File: config.mk
export PLATFORM = sky130hd
export DESIGN_NAME = query_loader
export DESIGN_NICKNAME = d
export VERILOG_FILES = /design/src/rtl/qld_pkg.sv /design/src/rtl/qld_shift.sv /design/src/rtl/qld_counter.sv /design/src/rtl/qld_ctrl.sv /design/src/rtl/qld_shadow.sv /design/src/rtl/query_loader.sv
export SDC_FILE = /design/constraint.sdc
export NUM_CORES = 1
export LEC_CHECK = 0
export ABC_AREA = 1
export BUFFER_PORTS_ARGS = -buffer_cell sky130_fd_sc_hd__buf_4
export CORE_MARGIN = 3
export CORE_UTILIZATION = 45
export CTS_BUF_LIST = sky130_fd_sc_hd__clkbuf_16
export CTS_CLUSTER_DIAMETER = 40
export DETAILED_ROUTE_END_ITERATION = 10
export MAX_ROUTING_LAYER = met4
export PLACE_DENSITY_LB_ADDON = 0.08
export SETUP_SLACK_MARGIN = 0.2
export SLEW_MARGIN = 5
export SYNTH_ARGS = -nofsm -noshare
export SYNTH_HDL_FRONTEND = slang
export SYNTH_SLANG_ARGS = --single-unit
File: constraint.sdc
create_clock -name clk -period 2 [get_ports clk]
set_input_delay 0.3 -clock clk [delete_from_list [all_inputs] [get_ports clk]]
set_output_delay 0.3 -clock clk [all_outputs]
set_load 0.1 [all_outputs]
File: src/rtl/qld_pkg.sv
package qld_pkg;

    typedef enum logic [1:0] {
        ST_EMPTY  = 2'd0,
        ST_FILL   = 2'd1,
        ST_COMMIT = 2'd2,
        ST_READY  = 2'd3
    } qld_state_e;

endpackage

File: src/rtl/qld_shift.sv
module qld_shift #(
    parameter int TOTAL = 24
) (
    input  logic             clk,
    input  logic             rst,
    input  logic             shift_en,
    input  logic             ser_in,
    output logic [TOTAL-1:0] bits_q
);

    // new bit at the low end, older bits move toward the high end
    always_ff @(posedge clk) begin
        if (rst) begin
            bits_q <= '0;
        end else if (shift_en) begin
            bits_q <= {bits_q[TOTAL-2:0], ser_in};
        end
    end

endmodule

File: src/rtl/qld_counter.sv
module qld_counter #(
    parameter int TOTAL = 24,
    parameter int CW    = $clog2(TOTAL)
) (
    input  logic          clk,
    input  logic          rst,
    input  logic          step,
    output logic [CW-1:0] cnt_q,
    output logic          last
);

    localparam logic [CW-1:0] LAST_IDX = CW'(TOTAL - 1);

    assign last = step && (cnt_q == LAST_IDX);

    // counter holds while step is low; R9: reset discards progress
    always_ff @(posedge clk) begin
        if (rst) begin
            cnt_q <= '0;
        end else if (last) begin
            cnt_q <= '0;
        end else if (step) begin
            cnt_q <= cnt_q + 1'b1;
        end
    end

endmodule

File: src/rtl/qld_ctrl.sv
module qld_ctrl
    import qld_pkg::*;
(
    input  logic       clk,
    input  logic       rst,
    input  logic       load_en,
    input  logic       last,
    output qld_state_e state_q,
    output logic       xfer,
    output logic       ready
);

    qld_state_e state_d;

    always_ff @(posedge clk) begin
        if (rst) begin
            state_q <= ST_EMPTY;
        end else begin
            state_q <= state_d;
        end
    end

    always_comb begin
        state_d = state_q;
        unique case (state_q)
            ST_EMPTY: begin
                if (last)         state_d = ST_COMMIT;
                else if (load_en) state_d = ST_FILL;
            end
            ST_FILL: begin
                if (last)         state_d = ST_COMMIT;
            end
            ST_COMMIT: begin
                if (last)         state_d = ST_COMMIT;
                else if (load_en) state_d = ST_FILL;
                else              state_d = ST_READY;
            end
            ST_READY: begin
                if (last)         state_d = ST_COMMIT;
                else if (load_en) state_d = ST_FILL;
            end
            default:              state_d = ST_EMPTY;
        endcase
    end

    always_comb begin
        xfer  = 1'b0;
        ready = 1'b0;
        unique case (state_q)
            ST_COMMIT: xfer  = 1'b1;
            ST_READY:  ready = 1'b1;
            default: begin
                xfer  = 1'b0;
                ready = 1'b0;
            end
        endcase
    end

endmodule

File: src/rtl/qld_shadow.sv
module qld_shadow #(
    parameter int CELLS = 8,
    parameter int SYM_W = 3,
    parameter int TOTAL = CELLS * SYM_W
) (
    input  logic             clk,
    input  logic             rst,
    input  logic             capture,
    input  logic [TOTAL-1:0] frame_in,
    output logic [TOTAL-1:0] cells_q
);

    // one field register per cell, cell k at [SYM_W*k +: SYM_W]
    for (genvar k = 0; k < CELLS; k++) begin : g_cell
        always_ff @(posedge clk) begin
            if (rst) begin
                cells_q[SYM_W*k +: SYM_W] <= '0;
            end else if (capture) begin
                cells_q[SYM_W*k +: SYM_W] <= frame_in[SYM_W*k +: SYM_W];
            end
        end
    end

endmodule

File: src/rtl/query_loader.sv
module query_loader
    import qld_pkg::*;
#(
    parameter int NUM_CELLS = 8,
    parameter int SYM_W     = 3
) (
    input  logic                       clk,
    input  logic                       rst,
    input  logic                       load_en,
    input  logic                       ser_in,
    output logic [NUM_CELLS*SYM_W-1:0] query_out,
    output logic                       xfer_pulse,
    output logic                       ready
);

    localparam int TOTAL = NUM_CELLS * SYM_W;
    localparam int CW    = $clog2(TOTAL);

    logic [TOTAL-1:0] sr_q;
    logic [CW-1:0]    cnt_q;
    logic             last;
    qld_state_e       state_q;

    qld_shift #(.TOTAL(TOTAL)) u_shift (
        .clk      (clk),
        .rst      (rst),
        .shift_en (load_en),
        .ser_in   (ser_in),
        .bits_q   (sr_q)
    );

    qld_counter #(.TOTAL(TOTAL), .CW(CW)) u_count (
        .clk   (clk),
        .rst   (rst),
        .step  (load_en),
        .cnt_q (cnt_q),
        .last  (last)
    );

    qld_ctrl u_ctrl (
        .clk     (clk),
        .rst     (rst),
        .load_en (load_en),
        .last    (last),
        .state_q (state_q),
        .xfer    (xfer_pulse),
        .ready   (ready)
    );

    qld_shadow #(.CELLS(NUM_CELLS), .SYM_W(SYM_W), .TOTAL(TOTAL)) u_shadow (
        .clk      (clk),
        .rst      (rst),
        .capture  (xfer_pulse),
        .frame_in (sr_q),
        .cells_q  (query_out)
    );

endmodule

# Word level (Yosys, flattened, before mapping)
# Index checks and enable logic that the tools add are counted.
[op_classes] addsub=1 eq_ne=6 n_mux=8 n_reduce_logical=5
[op_table] op="2-bit two-way mux" n=5
[op_table] op="2-bit case mux with 3 select lines" n=1
[op_table] op="5-bit by 1-bit adder with 5-bit output, second input constant" n=1
[op_table] op="5-bit equality test, second input constant" n=1
[op_table] op="2-bit equality test, second input constant" n=2
[op_table] op="2-bit OR reduction" n=2
[op_table] op="3-bit by 1-bit != test with 1-bit output, second input constant" n=1
[op_table] op="2-bit by 1-bit equality test with 1-bit output, second input constant" n=1
[op_table] op="2-bit zero test" n=1
[op_table] op="1-bit two-way mux" n=2
[op_table] op="2-bit != test, second input constant" n=1
[op_table] op="2-bit AND reduction" n=1
[op_table] op="1-bit logical AND" n=1
[totals] regBits=55 output_inout_bits=26 elab_cells=31

# Logic depth before layout (Yosys ltp)
[logic_depth] word_depth=4 mapped_depth=8 depth_no_buf=8

# Hierarchy
# From an unflattened synthesis, not the netlist that was laid out.
[hier_totals] cells_unflattened=371 area_unflattened_um2=2411.1
[by_module_without_submodules] mod="qld_shadow" n_inst=1 cells_each=152 area_each_um2=984.7 seq_area_each_um2=480.5
[by_module_without_submodules] mod="qld_shift" n_inst=1 cells_each=152 area_each_um2=984.7 seq_area_each_um2=480.5
[by_module_without_submodules] mod="qld_counter" n_inst=1 cells_each=34 area_each_um2=240.2 seq_area_each_um2=100.1
[by_module_without_submodules] mod="qld_ctrl" n_inst=1 cells_each=33 area_each_um2=201.4 seq_area_each_um2=40.0

# Worst setup path after synthesis
# OpenSTA, ideal clock, no wires.
[synth_path] path_type="flip-flop to flip-flop" startpoint="reg u_ctrl.state_q[0]" endpoint="reg u_shadow.cells_q[0]" setup_ps=119 arrival_time_ps=1815 required_time_ps=1881 setup_slack_ps=66 stages_incl_launch_ff=7 synth_period_minus_slack_ps=1934 cell_sequence="dfxtp_1 inv_1 ha_1 inv_2 clkbuf_1 nor2_1 nor2_1"
[synth_between] elab_chain_len=2
[synth_lines] item="from (decl)" line="qld_ctrl.sv:8" source="output qld_state_e state_q,"
[synth_lines] item="from (signal assigned)" line="qld_ctrl.sv:19" source="state_q <= state_d;"
[synth_lines] item="2-bit equality test" line="qld_ctrl.sv:49" source="unique case (state_q)"
[synth_lines] item="1-bit two-way mux" line="qld_ctrl.sv:49"
[synth_lines] item="via xfer_pulse" line="query_loader.sv:12" source="output logic xfer_pulse,"
[synth_lines] item="to (signal, indexed assignment)" line="qld_shadow.sv:19" source="cells_q[SYM_W*k +: SYM_W] <= frame_in[SYM_W*k +: SYM_W];"
[synth_lines] item="to (decl)" line="qld_shadow.sv:10" source="output logic [TOTAL-1:0] cells_q"
# The timed path passes the listed nets, and every way through them passes these cells.
# A chain may end at the register's enable or synchronous reset.

# Worst setup path after layout
[layout_path] startpoint="reg u_ctrl.state_q[0]" endpoint="out xfer_pulse"
[layout_between] elab_chain_len=2
[layout_lines] item="2-bit equality test" line="qld_ctrl.sv:49"
[layout_lines] item="1-bit two-way mux" line="qld_ctrl.sv:49"
[layout_lines] item="to (decl)" line="query_loader.sv:12"
# Every way passes these cells.

==> summary.md <==
| Metric | Value |
|---|---|
| Area growth, synth to finish | 20.7% |
| Min Tclk post-route | ~1700 ps |
| Pre-CTS WS | about 520 ps |
| Largest buffer count on any clock path | 2 |
| # diodes | 0 |
| Final worst setup slack | about 330 ps |
| Fin crit share | a little over four fifths |
| IO buf count | 29 |
| CTS Sinks | 55 |
| Yosys warns | 0 |
| Top post-synthesis cells by area | dfxtp_1, nor2_1, o21ai_0 |
| Vias in the first global route | roughly 1.5k |
| Post-CTS Setup Bufs | 0 |
| Largest net degree at the start of global routing | 52 |
| Fill count | around 380 |
| Total CTS buffers | 5 |
| Total wire length | roughly 3.8 mm |
| Residual DRC count | 0 |
| CTS tree | yes |
| Commonest non-fill, non-tap cell in the layout | nor2_1 |
| Tightest Pin Transition | roughly 410 ps |
| Hold buffer count at cts | 0 |
| Vias | about 1.6k |
| Netlist Area Pre-Place | between 2000 and 2500 sq um |
| Startpoint Class | flop |
| Maximum single-stage delay on the critical path | 350 ps |
| Min-delay src | rst |
| Post-cts gate resize count | 0 |
| Final Skew | about 3.2 ps |
| Number of max-cap violations | 0 |
| Design area | approximately 2400 sq um |
| Worst R2R Start | u_ctrl.state_q[0]$_SDFFE_PP0P_ |
| CTS Root Buffer Type | clkbuf_16 |
| Endpoints failing hold | 0 |
| Initial drt markers | 106 |
| Grt ovf | 0 |
| Worst Setup End Kind | primary output |
| Critical path cell sequence | inv_1 -> ha_2 -> buf_4 |
| Layout cell share with drive strength beyond 1 | between 10% and 20% |
| Hold WC Path Type | input port to flop |
| Core area | around 4200 sq um |
| Reg clk slew, reported paths | roughly 60 ps |
| First-pass GRT wire length | 6.68 mm |
| Setup-failing EPs final | 0 |
| GP Congestion | around 0.79 |
| Yosys reg bits | 55 |
| Final-report max-slew violation count | 0 |
| Required time of the critical path | around 1700 ps |
| Via density | between 4 and 5 |
| Die Ht | between 70 and 80 um |
| Fmax | around 0.6 GHz |
| Antenna violations before repair | 0 |
| Syn nets | 270 |
| Slowest CP cell | dfxtp_1 |
| Sequential-to-total area share from yosys stat | between 50% and 60% |
| Max H-tree Level | 2 |
| Beginning of the critical path | u_ctrl.state_q[0]$_SDFFE_PP0P_ |
| Syn avg cell area | roughly 7.7 sq um |
| Crit Path Category | flop to primary output |
| Setup TNS | 0 ps |
| Relative slew slack | between 70% and 80% |
| Initial Util | between 40 and 50% |
| Crit Path Max Fanout | 12 |
| Final HPWL DP | 2.50 mm |
| Drt pass-1 iters | 4 |
| Antenna Nets Post-Route | 0 |
| Mapped Cells | 261 |
| Yosys top cell area share | between 50% and 60% |
| Die X | 73.0 um |
| Die ar. | approximately 5300 sq um |
| Unrepaired setup endpoints after global routing | no |
| Wirelength per Cell | roughly 11 um |
| Site Rows | 23 |
| WP data arrival | around 1400 ps |
| Status | complete, no violations |
| Total I/O pin count | 30 |
| Post-DP Area | between 2000 and 2500 sq um |
| Most frequent cells in the layout | nor2_1, dfxtp_1, o21ai_0 |
| Post-synth cell types | 18 |
| Later-pin clock latency in the skew report | ~290 ps |
| Yosys top cell by area | dfxtp_1 |
| Worst hold margin | approximately 190 ps |
| Nets | 296 |
| GRT Resource Usage Total | between 10% and 20% |
## worst max-delay path: cells and delay by family, from the launching register on
| family | cells | cell delay, ps |
|---|---|---|
| adders and majority gates | 1 | 310 |
| buffers and inverters | 2 | 420 |
| DFF | 1 | 350 |
## kinds of logic (layout without fill, tap and decap cells)
group,after synthesis,count (layout),synth area share [%]
and+or+nand+nor,118,118,22.8
buffers and inverters,24,51,4.71
xor gates and xnor gates,1,1,0.434
adders and majority gates,5,5,3.10
DFF,55,55,54.5
AOI/OAI and AO/OA,58,58,14.5
## stage by stage
step,utilization (%),std cells
floorplan,-,261
global placement,54.5,330
detailed placement,54.5,330
CTS,58.5,338
global route,58.5,338
finish,58.5,338
## cells in the mapped netlist
master,count
nand2_2,1
inv_1,8
nor2_1,101
o21bai_1,1
clkbuf_1,10
nor2_4,1
xor2_1,1
o21ai_0,49
o21ai_1,1
a21oi_1,7
nor3_1,2
buf_2,4
dfxtp_1,55
nand3_1,2
nand2_1,10
nand4_1,1
inv_2,2
ha_1,5
## cell type report
cell class	instances	area (sq um)	area share (%)
Timing Repair Buffer	33	248	10.2
Tap cell	50	62.6	2.56
Clock buffer	5	125	5.13
Sequential cell	55	1100	45.1
Multi-Input combinational cell	182	827	33.9
Inverter	10	37.5	1.54
Clock inverter	3	38.8	1.59
## state kept, by name, indices dropped and copies added (netlist names)
| name | flops |
|---|---|
| u_count.cnt_q | 5 |
| u_shift.bits_q | 24 |
| u_ctrl.state_q | 2 |
| u_shadow.cells_q | 24 |
## routing by layer
| layer | GRT usage [%] | share of wire (%) | routed length [um] | vias to the layer above |
|---|---|---|---|---|
| li1 | - | - | - | 889 |
| met1 | 20.6 | 51 | 1960 | 726 |
| met2 | 24.7 | 43 | 1650 | 27 |
| met3 | 4.55 | 4.2 | 160 | 7 |
| met4 | 4.92 | 1.2 | 44 | 0 |
| met5 | - | 0 | 0 | - |
## final timing paths
check / slack, ps / to / depth (start not counted)
setup / recovery: 330 / xfer_pulse / 3
hold / removal: 190 / u_ctrl.state_q[0]$_SDFFE_PP0P_ / 2
setup reg to reg: 540 / u_ctrl.state_q[0]$_SDFFE_PP0P_ / 6
hold reg to reg: 480 / u_count.cnt_q[1]$_SDFFE_PP0P_ / 2
Power is left out: the tool's default activity adds up to more than one toggle a clock period on the data nets, which glitch-free logic cannot reach.
